--- src/rtl/eeprom_pkg.sv ---
package eeprom_pkg;
  localparam int unsigned BUS_W = 8;

  localparam logic [BUS_W-1:0] OFS_ADDR = 8'h02;
  localparam logic [BUS_W-1:0] OFS_DATA = 8'h03;
  localparam logic [BUS_W-1:0] OFS_CTRL = 8'h40;

  localparam int unsigned B_RD   = 0;
  localparam int unsigned B_RDEN = 1;
  localparam int unsigned B_WR   = 2;
  localparam int unsigned B_WREN = 3;
  localparam int unsigned B_ERR  = 4;

  typedef enum logic {OP_READ = 1'b0, OP_WRITE = 1'b1} op_e;
endpackage

--- src/rtl/eeprom_array.sv ---
module eeprom_array #(
  parameter int unsigned ADDR_W = 7,
  parameter int unsigned DATA_W = 8
) (
  input  logic              clk_i,
  input  logic              rst_ni,
  input  logic              we_i,
  input  logic [ADDR_W-1:0] addr_i,
  input  logic [DATA_W-1:0] wdata_i,
  output logic [DATA_W-1:0] rdata_o
);
  localparam int unsigned DEPTH = 1 << ADDR_W;

  logic [DATA_W-1:0] mem_q [DEPTH];

  always_ff @(posedge clk_i or negedge rst_ni) begin
    if (!rst_ni) begin
      for (int i = 0; i < DEPTH; i++) mem_q[i] <= '1;
    end else if (we_i) begin
      mem_q[addr_i] <= wdata_i;
    end
  end

  assign rdata_o = mem_q[addr_i];
endmodule

--- src/rtl/eeprom_seq.sv ---
module eeprom_seq import eeprom_pkg::*; #(
  parameter int unsigned RD_LAT = 4,
  parameter int unsigned WR_LAT = 32
) (
  input  logic clk_i,
  input  logic rst_ni,
  input  logic start_rd_i,
  input  logic start_wr_i,
  input  logic sleep_req_i,
  output logic busy_o,
  output op_e  op_o,
  output logic done_o,
  output logic abort_o
);
  localparam int unsigned MAX_LAT = (RD_LAT > WR_LAT) ? RD_LAT : WR_LAT;
  localparam int unsigned CNT_W   = $clog2(MAX_LAT + 1);

  logic             busy_q;
  op_e              op_q;
  logic [CNT_W-1:0] cnt_q;

  assign done_o  = busy_q && !sleep_req_i && (cnt_q == '0);
  assign abort_o = busy_q && sleep_req_i;
  assign busy_o  = busy_q;
  assign op_o    = op_q;

  always_ff @(posedge clk_i or negedge rst_ni) begin
    if (!rst_ni) begin
      busy_q <= 1'b0;
      op_q   <= OP_READ;
      cnt_q  <= '0;
    end else if (!busy_q) begin
      if (start_wr_i) begin
        busy_q <= 1'b1;
        op_q   <= OP_WRITE;
        cnt_q  <= CNT_W'(WR_LAT - 1);
      end else if (start_rd_i) begin
        busy_q <= 1'b1;
        op_q   <= OP_READ;
        cnt_q  <= CNT_W'(RD_LAT - 1);
      end
    end else if (abort_o || done_o) begin
      busy_q <= 1'b0;
    end else begin
      cnt_q <= cnt_q - 1'b1;
    end
  end

  // busy only ends through completion or abort
  assert_busy_exit_R6: assert property (@(posedge clk_i) disable iff (!rst_ni)
    $fell(busy_q) |-> $past(done_o || abort_o));
  assert_busy_enter_R6: assert property (@(posedge clk_i) disable iff (!rst_ni)
    !busy_q && (start_rd_i || start_wr_i) |=> busy_q);
endmodule

--- src/rtl/eeprom_ctl.sv ---
module eeprom_ctl import eeprom_pkg::*; #(
  parameter int unsigned ADDR_W = 7,
  parameter int unsigned RD_LAT = 4,
  parameter int unsigned WR_LAT = 32
) (
  input  logic             clk_i,
  input  logic             rst_ni,
  input  logic             bus_we_i,
  input  logic [BUS_W-1:0] bus_addr_i,
  input  logic [BUS_W-1:0] bus_wdata_i,
  output logic [BUS_W-1:0] bus_rdata_o,
  input  logic             bank_sel_i,
  input  logic             sleep_req_i,
  output logic             busy_o
);
  logic [ADDR_W-1:0] addr_q;
  logic [BUS_W-1:0]  data_q;
  logic rd_q, rden_q, wr_q, wren_q, err_q, arm_q;

  logic sel_addr, sel_data, sel_ctrl, wr_ctrl;
  logic start_rd, start_wr;
  logic op_busy, op_done, op_abort;
  op_e  op_kind;
  logic arr_we;
  logic [BUS_W-1:0] arr_rdata;

  assign sel_addr = (bus_addr_i == OFS_ADDR);
  assign sel_data = (bus_addr_i == OFS_DATA);
  assign sel_ctrl = bank_sel_i && (bus_addr_i == OFS_CTRL);
  assign wr_ctrl  = bus_we_i && sel_ctrl;

  assign start_rd = wr_ctrl && !op_busy && bus_wdata_i[B_RD] && rden_q;
  assign start_wr = wr_ctrl && !op_busy && bus_wdata_i[B_WR] && wren_q && arm_q;
  assign arr_we   = op_done && (op_kind == OP_WRITE);
  assign busy_o   = op_busy;

  eeprom_seq #(.RD_LAT(RD_LAT), .WR_LAT(WR_LAT)) u_seq (
    .clk_i      (clk_i),
    .rst_ni     (rst_ni),
    .start_rd_i (start_rd),
    .start_wr_i (start_wr),
    .sleep_req_i(sleep_req_i),
    .busy_o     (op_busy),
    .op_o       (op_kind),
    .done_o     (op_done),
    .abort_o    (op_abort)
  );

  eeprom_array #(.ADDR_W(ADDR_W), .DATA_W(BUS_W)) u_array (
    .clk_i  (clk_i),
    .rst_ni (rst_ni),
    .we_i   (arr_we),
    .addr_i (addr_q),
    .wdata_i(data_q),
    .rdata_o(arr_rdata)
  );

  always_ff @(posedge clk_i or negedge rst_ni) begin
    if (!rst_ni) begin
      rd_q <= 1'b0; rden_q <= 1'b0; wr_q <= 1'b0; wren_q <= 1'b0;
      err_q <= 1'b0; arm_q <= 1'b0;
    end else begin
      // arming survives exactly one bus write
      if (bus_we_i)
        arm_q <= wr_ctrl && !op_busy && bus_wdata_i[B_WREN] && !bus_wdata_i[B_WR];
      if (wr_ctrl) begin
        if (!op_busy) begin
          rden_q <= bus_wdata_i[B_RDEN];
          wren_q <= bus_wdata_i[B_WREN];
          rd_q   <= start_rd;
          wr_q   <= start_wr;
          err_q  <= 1'b0;
        end else if (bus_wdata_i == '0) begin
          rden_q <= 1'b0;
          wren_q <= 1'b0;
        end
      end
      if (op_done || op_abort) begin
        rd_q <= 1'b0;
        wr_q <= 1'b0;
      end
      if (op_abort) err_q <= 1'b1;
    end
  end

  always_ff @(posedge clk_i or negedge rst_ni) begin
    if (!rst_ni) begin
      addr_q <= '0;
      data_q <= '0;
    end else begin
      if (bus_we_i && sel_addr && !op_busy) addr_q <= bus_wdata_i[ADDR_W-1:0];
      if (bus_we_i && sel_data && !op_busy) data_q <= bus_wdata_i;
      else if (op_done && op_kind == OP_READ) data_q <= arr_rdata;
    end
  end

  always_comb begin
    bus_rdata_o = '0;
    if (sel_addr)      bus_rdata_o[ADDR_W-1:0] = addr_q;
    else if (sel_data) bus_rdata_o = data_q;
    else if (sel_ctrl) begin
      bus_rdata_o[B_RD]   = rd_q;
      bus_rdata_o[B_RDEN] = rden_q;
      bus_rdata_o[B_WR]   = wr_q;
      bus_rdata_o[B_WREN] = wren_q;
      bus_rdata_o[B_ERR]  = err_q;
    end
  end

  assert_bank0_blocked_R2: assert property (@(posedge clk_i) disable iff (!rst_ni)
    bus_we_i && !bank_sel_i && bus_addr_i == OFS_CTRL && !op_busy
    |=> $stable({rd_q, rden_q, wr_q, wren_q, err_q}));
  assert_rd_needs_en_R4: assert property (@(posedge clk_i) disable iff (!rst_ni)
    wr_ctrl && !rden_q && !op_busy |=> !rd_q);
  assert_wr_needs_arm_R5: assert property (@(posedge clk_i) disable iff (!rst_ni)
    wr_ctrl && !arm_q && !op_busy |=> !wr_q);
  assert_self_clear_R7: assert property (@(posedge clk_i) disable iff (!rst_ni)
    $fell(op_busy) |-> !rd_q && !wr_q);
  assert_busy_addr_hold_R9: assert property (@(posedge clk_i) disable iff (!rst_ni)
    op_busy && bus_we_i && sel_addr |=> $stable(addr_q));
  assert_abort_R10: assert property (@(posedge clk_i) disable iff (!rst_ni)
    op_busy && sleep_req_i |=> !op_busy && err_q);
  assert_no_commit_sleep_R10: assert property (@(posedge clk_i) disable iff (!rst_ni)
    sleep_req_i |-> !arr_we);
endmodule

--- config.mk ---
export PLATFORM = sky130hd
export DESIGN_NAME = eeprom_ctl
export DESIGN_NICKNAME = d
export VERILOG_FILES = /design/src/rtl/eeprom_pkg.sv /design/src/rtl/eeprom_array.sv /design/src/rtl/eeprom_seq.sv /design/src/rtl/eeprom_ctl.sv
export SDC_FILE = /design/constraint.sdc
export NUM_CORES = 2
export LEC_CHECK = 0
export BUFFER_PORTS_ARGS = -buffer_cell sky130_fd_sc_hd__buf_2
export CAP_MARGIN = 20
export CORE_MARGIN = 1.5
export CORE_UTILIZATION = 69
export DETAILED_ROUTE_END_ITERATION = 12
export PLACE_DENSITY = 0.86
export SLEW_MARGIN = 20
export SYNTH_ARGS = -nofsm -noshare
export SYNTH_HDL_FRONTEND = slang
export SYNTH_SLANG_ARGS = --single-unit
--- constraint.sdc ---
create_clock -name clk_i -period 4.8 [get_ports clk_i]
set_input_delay 0.48 -clock clk_i [delete_from_list [all_inputs] [get_ports clk_i]]
set_output_delay 0.48 -clock clk_i [all_outputs]
set_load 0.03 [all_outputs]
# After elaboration in Yosys (flattened, before gate mapping)
# Cells that the tools add are included.
# W data, S select, Z words.
[op_classes]
addsub = 1
n_lt_le_gt_ge = 2
n_eq_ne = 7
mux = 35
bitwise_logic = 3
reduce_logical = 36
[ops]
columns = ["op", "n"]
rows = [
  ["$bwmux W1024", 1],
  ["$bmux W8 S7", 1],
  ["$demux W8 S7", 1],
  ["$mux W8", 5],
  ["$mux W6", 4],
  ["$logic_and A1 B1 Y1", 20],
  ["$mux W1", 19],
  ["$eq A8 B2 Y1 const B", 2],
  ["$mux W5", 2],
  ["$reduce_and A2 Y1", 5],
  ["$eq A8 B7 Y1 const B", 1],
  ["$ge A8 B8 Y1 const B", 1],
  ["$logic_not A8 Y1", 1],
  ["$lt A8 B1 Y1 const B", 1],
  ["$not A7 Y8", 1],
  ["$reduce_bool A2 Y1", 4],
  ["$mux W7", 1],
  ["$logic_not A6 Y1", 1],
  ["$ne A2 B2 Y1 const B", 3],
  ["$sub A6 B1 Y6 const B", 1],
  ["$logic_not A1 Y1", 3],
  ["$mux W3", 1],
  ["$reduce_bool A3 Y1", 1],
  ["$ne A2 B1 Y1 const B", 1],
  ["other kinds (2)", 3],
]
[word_totals]
regBits = 1053
input_bits = 21
output_inout_bits = 9
elab_cells = 223

# Longest topological paths before layout
[depth]
depth_word = 10
depth_mapped = 12
ltp_nobuf = 8

# Cells and area by module
# From an unflattened synthesis, not the netlist that was laid out.
[unflattened]
hier_cells = 3692
area_unflattened_um2 = 49617.6
[modules_own_cells]
columns = ["module", "instances", "cells_each", "area_per_inst_um2", "seq_area_each_um2"]
rows = [
  ["eeprom_array", 1, 3533, 47961.0, 26905.8],
  ["eeprom_ctl", 1, 112, 1184.9, 525.5],
  ["eeprom_seq", 1, 47, 471.7, 200.2],
]

# Worst setup path after synthesis
# No wires, ideal clock.
[synth_timing]
kind = "input port to output port"
from = "in bus_addr_i[3]"
to = "out bus_rdata_o[0]"
arrival_ns = 1.982
required_ns = 4.320
setup_slack_ns = 2.338
path_stages = 6
n_path_buf = 1
cell_sequence = "or4_4 -> nor2_1 -> nor4bb_1 -> clkbuf_1 -> a222oi_1 -> inv_1"
[synth_via]
elab_chain_len = 5
word_cells_on_any_way = 7
classes_between = "eq/ne (3); mux (3); reduce/logical (1)"
[synth_rtl]
columns = ["element", "line_no", "source"]
rows = [
  ["from (decl)", "eeprom_ctl.sv:9", "input logic [BUS_W-1:0] bus_addr_i,"],
  ["$eq A8 B7 Y1", "eeprom_ctl.sv:29", "assign sel_ctrl = bank_sel_i && (bus_addr_i == OFS_CTRL);"],
  ["$logic_and A1 B1 Y1", "eeprom_ctl.sv:29", ""],
  ["$mux W5", "eeprom_ctl.sv:101", "else if (sel_ctrl) begin"],
  ["$mux W5", "eeprom_ctl.sv:100", "else if (sel_data) bus_rdata_o = data_q;"],
  ["$mux W7 *", "eeprom_ctl.sv:99", "if (sel_addr) bus_rdata_o[ADDR_W-1:0] = addr_q;"],
  ["to (decl)", "eeprom_ctl.sv:11", "output logic [BUS_W-1:0] bus_rdata_o,"],
]
# Mark *: on every way between the ends. The rest lies on a longest branch, timed or not.

# Final worst setup path
[layout_timing]
from = "reg addr_q[2]"
to = "reg data_q[2]"
[layout_via]
elab_chain_len = 6
[layout_rtl]
columns = ["element", "line_no", "source"]
rows = [
  ["from (decl)", "eeprom_ctl.sv:16", "logic [ADDR_W-1:0] addr_q;"],
  ["from (signal assigned)", "eeprom_ctl.sv:91", "if (bus_we_i && sel_addr && !op_busy) addr_q <= bus_wdata_i[ADDR_W-1:0];"],
  ["$not A7 Y8 (implied by the code)", "eeprom_array.sv:24", "assign rdata_o = mem_q[addr_i];"],
  ["$bmux W8 S7", "eeprom_array.sv:24", ""],
  ["$mux W8 (implied by the code) (2 in a row)", "eeprom_array.sv:24", ""],
  ["$mux W8", "eeprom_ctl.sv:93", "else if (op_done && op_kind == OP_READ) data_q <= arr_rdata;"],
  ["$mux W8", "eeprom_ctl.sv:92", "if (bus_we_i && sel_data && !op_busy) data_q <= bus_wdata_i;"],
  ["to (signal assigned)", "eeprom_ctl.sv:92", ""],
  ["to (signal assigned)", "eeprom_ctl.sv:93", ""],
  ["to (decl)", "eeprom_ctl.sv:17", "logic [BUS_W-1:0] data_q;"],
]
# Every way passes these cells. The select of a mux whose other input is x is not followed.
# A chain may end at the register's enable or synchronous reset.

==> impl_results.md <==
* Synth cell types at 81
* Final nets at around 3,400
* GRT Total Usage at 0.407
* Register area share after synthesis at 0.551
* Type of destination of the critical path: register
* Row Count at 98
* Clk Latency, worst-skew pair at 680 ps
* Critical path, cell by cell: inv_2 > nor3_2 > buf_4 > a22oi_1 > o211ai_1 > a21oi_1 > o21ai_0 > a2111o_1
* Std-Cell Core Area at 0.0717 mm2
* Pwr dens at between 300 and 400 mW/mm2
* Hold Crit Start: bus_we_i
* Final Wtd Congestion at roughly 1.1
* Design area at 0.0548 mm2
* Final hold viol count at 0
* Fmax at 0.253 GHz
* FF/Latch Area at approximately 0.028 mm2
* Final HPWL DP at 94,000 um
* CTS buffer count at about 100
* Fin crit share at 0.824
* Hold depth at 2
* LEAKAGE at 21.7 nW
* # IOs at 30
* R2R setup slack at approximately 840 ps
* Root Driver: clkbuf_16
* Max-Cap Viols at 0
* DRT iter0 DRCs at between 3,000 and 4,000
* Mapped Cells at 3,384
* Clk sinks at 1,053
* Die area at 0.0743 mm2
* WS Path Type: register to register
* Avg WL per Cell at 33.8 um
* Reg2reg path depth at 8
* Number of synthesized flops with an enable pin at 0
* CP peak stage delay at about 900 ps
* Vias per cell at 7.30
* Number of global-route vias before repair at 33,900
* DRC at 0
* Vias at 32,100
* Clock-pin slew on the worst setup and hold paths at ~60 ps
* Worst-Margin Slew at 1190 ps
* Hold WC Path Type: input pin to register
* Status: completed
* Top_reg_cell synth: dfstp_2
* Slew margin rel. at 0.208
* DR pass1 iterations at 8
* Startpoint types: register
* Critical Path RT at 5420 ps
* Slowest CP cell: dfrtp_4
* Reg2reg end: data_q[2]
* Worst r2r src: addr_q[2]
* Synth warnings at 0
* Async set-reset flop share out of synthesis at 1.00
* Setup violations, final at 0
* Post-Syn Area per Cell at 14.8 um2
* FF+latch count, synth at 1,053
* Final ANT Viol Nets at 0
* Worst Hold End: arm_q
* Die width at 273 um
* CTS tree: built
* # resized after CTS at 0
* Initial antenna violation count at 8
* Min Tclk post-route at between 3000 and 4000 ps
* WHS at ~28 ps
* Final WL at 149,000 um
* Synthesized cell area at ~0.050 mm2
* CTS Hold Bufs at 0
* Die height at around 270 um
* Max clock buf depth at 3
* CP bufs+invs at 2
* Cell family with most CP delay: compound AO/OA/AOI/OAI gates
* Syn-to-layout area delta at 9.25%
* Post-DP Area at just over 0.05 mm2
* Fin. max-slew vios at 0
* Peak VDD IR at 0.363 mV
* # fillers at 3,963
* Worst endpoint data arrival time at 4580 ps
* Setup TNS at 0 ps
* H-tree Lvls at 3
* RSZ-0062 raised after global routing: false
* Final global-route overflow total at 0
* Share of cells above drive strength 1 at 0.769
* Syn_nets at around 3,400
* Largest net degree at the start of global routing at 132
* First-pass GRT wire length at 224,000 um
* Post-CTS setup buffer count at 0
* Initial core utilization at 0.699
* Worst Path Max Fanout at 42
* Worst-case clock skew at 22.1 ps
* IO Port Bufs at 29
* Area of the multi-input gates at between 0.02 and 0.025 mm2
==> cell type report <==
cell class              instances  area share
inverters                      18     0.00123
clock inverters                37     0.00772
clock buffers                 154      0.0560
repair buffers                114      0.0176
well taps                     950      0.0217
flip-flops and latches       1053       0.505
diodes                          1   0.0000457
multi-input cells            2068       0.391
==> logic make-up (layout without fill, tap and decap cells) <==
logic type	after synthesis	after routing	synth area share
AO/OA/AOI/OAI	367	367	0.0543
adder cells (fa/ha/maj)	2	2	0.000499
buffers and inverters	263	323	0.0232
flip-flops	1053	1053	0.551
multiplexers	1312	1312	0.325
other	0	1	0
AND/OR/NAND/NOR	387	387	0.0462
==> sequential cells by signal, summed over array words and instances (netlist names) <==
signal,count
u_seq.cnt_q,6
rd_q,1
addr_q,7
wren_q,1
err_q,1
u_seq.op_o,1
data_q,8
u_seq.busy_o,1
rden_q,1
wr_q,1
u_array.mem_q,1024
arm_q,1
==> worst max path at each step <==
stage,startpoint,to,slack [ps],cells past startpoint
finish,addr_q[2],data_q[2],840,8
global route,addr_q[1],data_q[3],1010,8
floorplan,bus_addr_i[3],bus_rdata_o[0],2340,6
detailed placement,addr_q[1],data_q[3],1180,8
global placement,addr_q[1],data_q[3],1160,8
CTS,addr_q[1],data_q[3],1150,8
==> per-stage QoR <==
step	power (W)	setup slack, ps	utilization	cells
finish	0.0183	843	0.764	4395
CTS	0.0183	1150	0.763	4393
global route	0.0187	1010	0.764	4394
detailed placement	0.0100	1180	0.715	4202
global placement	0.0100	1160	0.715	4202
floorplan	0.00950	2340	-	3384
==> cells in the final DEF, fill, tap and decap left out, types with 8 or more instances in the layout <==
cell type | Yosys | layout
mux2_2 | 1031 | 1031
dfstp_2 | 1024 | 1024
mux4_2 | 145 | 145
nand2_1 | 106 | 106
clkbuf_16 | 0 | 104
mux2i_1 | 84 | 84
a221oi_1 | 71 | 71
buf_4 | 26 | 71
nand2_2 | 56 | 56
mux2_1 | 52 | 52
a21oi_1 | 49 | 49
nor2_1 | 46 | 44
o21ai_0 | 43 | 43
a22oi_1 | 36 | 36
nor2_2 | 32 | 34
nor2_4 | 29 | 29
nand3_1 | 28 | 28
clkbuf_8 | 0 | 28
buf_2 | 52 | 28
o22ai_1 | 26 | 26
clkbuf_1 | 157 | 22
a22o_1 | 18 | 18
clkinv_2 | 0 | 18
dfrtp_1 | 29 | 16
inv_1 | 17 | 15
a31oi_1 | 13 | 13
a221o_1 | 12 | 12
o211ai_1 | 12 | 12
buf_12 | 0 | 12
dfrtp_4 | 0 | 11
nor3_1 | 11 | 10
o2bb2ai_1 | 10 | 10
and2_1 | 9 | 9
a211oi_1 | 9 | 9
a222oi_1 | 8 | 8
nand2b_1 | 9 | 8
nor3_4 | 6 | 8
==> metal layers <==
layer,GRT usage,part of all wire,vias up,routed length (um)
met4,0.215,0.062,12,9270
met2,0.624,0.46,1891,68700
met3,0.123,0.11,574,15700
li1,-,-,12600,-
met1,0.525,0.37,17000,54900
met5,0,0.00055,-,82
==> power by group <==
part | switching, W | internal, W
clock | 0.00355 | 0.00480
sequential | 0.000117 | 0.00893
combinational | 0.000686 | 0.000196
==> Yosys cell counts (8+ instances only) <==
cell type / n / area (um2)
a221oi_1: 71 / 622
nor3_1: 11 / 55.1
o22ai_1: 26 / 163
dfrtp_1: 29 / 726
buf_2: 52 / 260
mux2_1: 52 / 586
mux2_2: 1031 / 11600
a22o_1: 18 / 158
nor2b_1: 10 / 62.6
inv_1: 17 / 63.8
nor2_4: 29 / 327
mux4_2: 145 / 3270
o21ai_0: 43 / 215
a31oi_1: 13 / 81.3
a222oi_1: 8 / 80.1
a211oi_1: 9 / 67.6
nand2b_1: 9 / 56.3
o211ai_1: 12 / 90.1
buf_4: 26 / 195
dfstp_2: 1024 / 26900
and2_1: 9 / 56.3
a22oi_1: 36 / 270
nand2_1: 106 / 398
nor2_1: 46 / 173
buf_1: 8 / 30.0
mux2i_1: 84 / 841
a221o_1: 12 / 120
a21oi_1: 49 / 245
o2bb2ai_1: 10 / 87.6
nor2_2: 32 / 200
clkbuf_1: 157 / 589
nand3_1: 28 / 140
nand2_2: 56 / 350
Note: power is estimated with default switching activity, not from simulation.
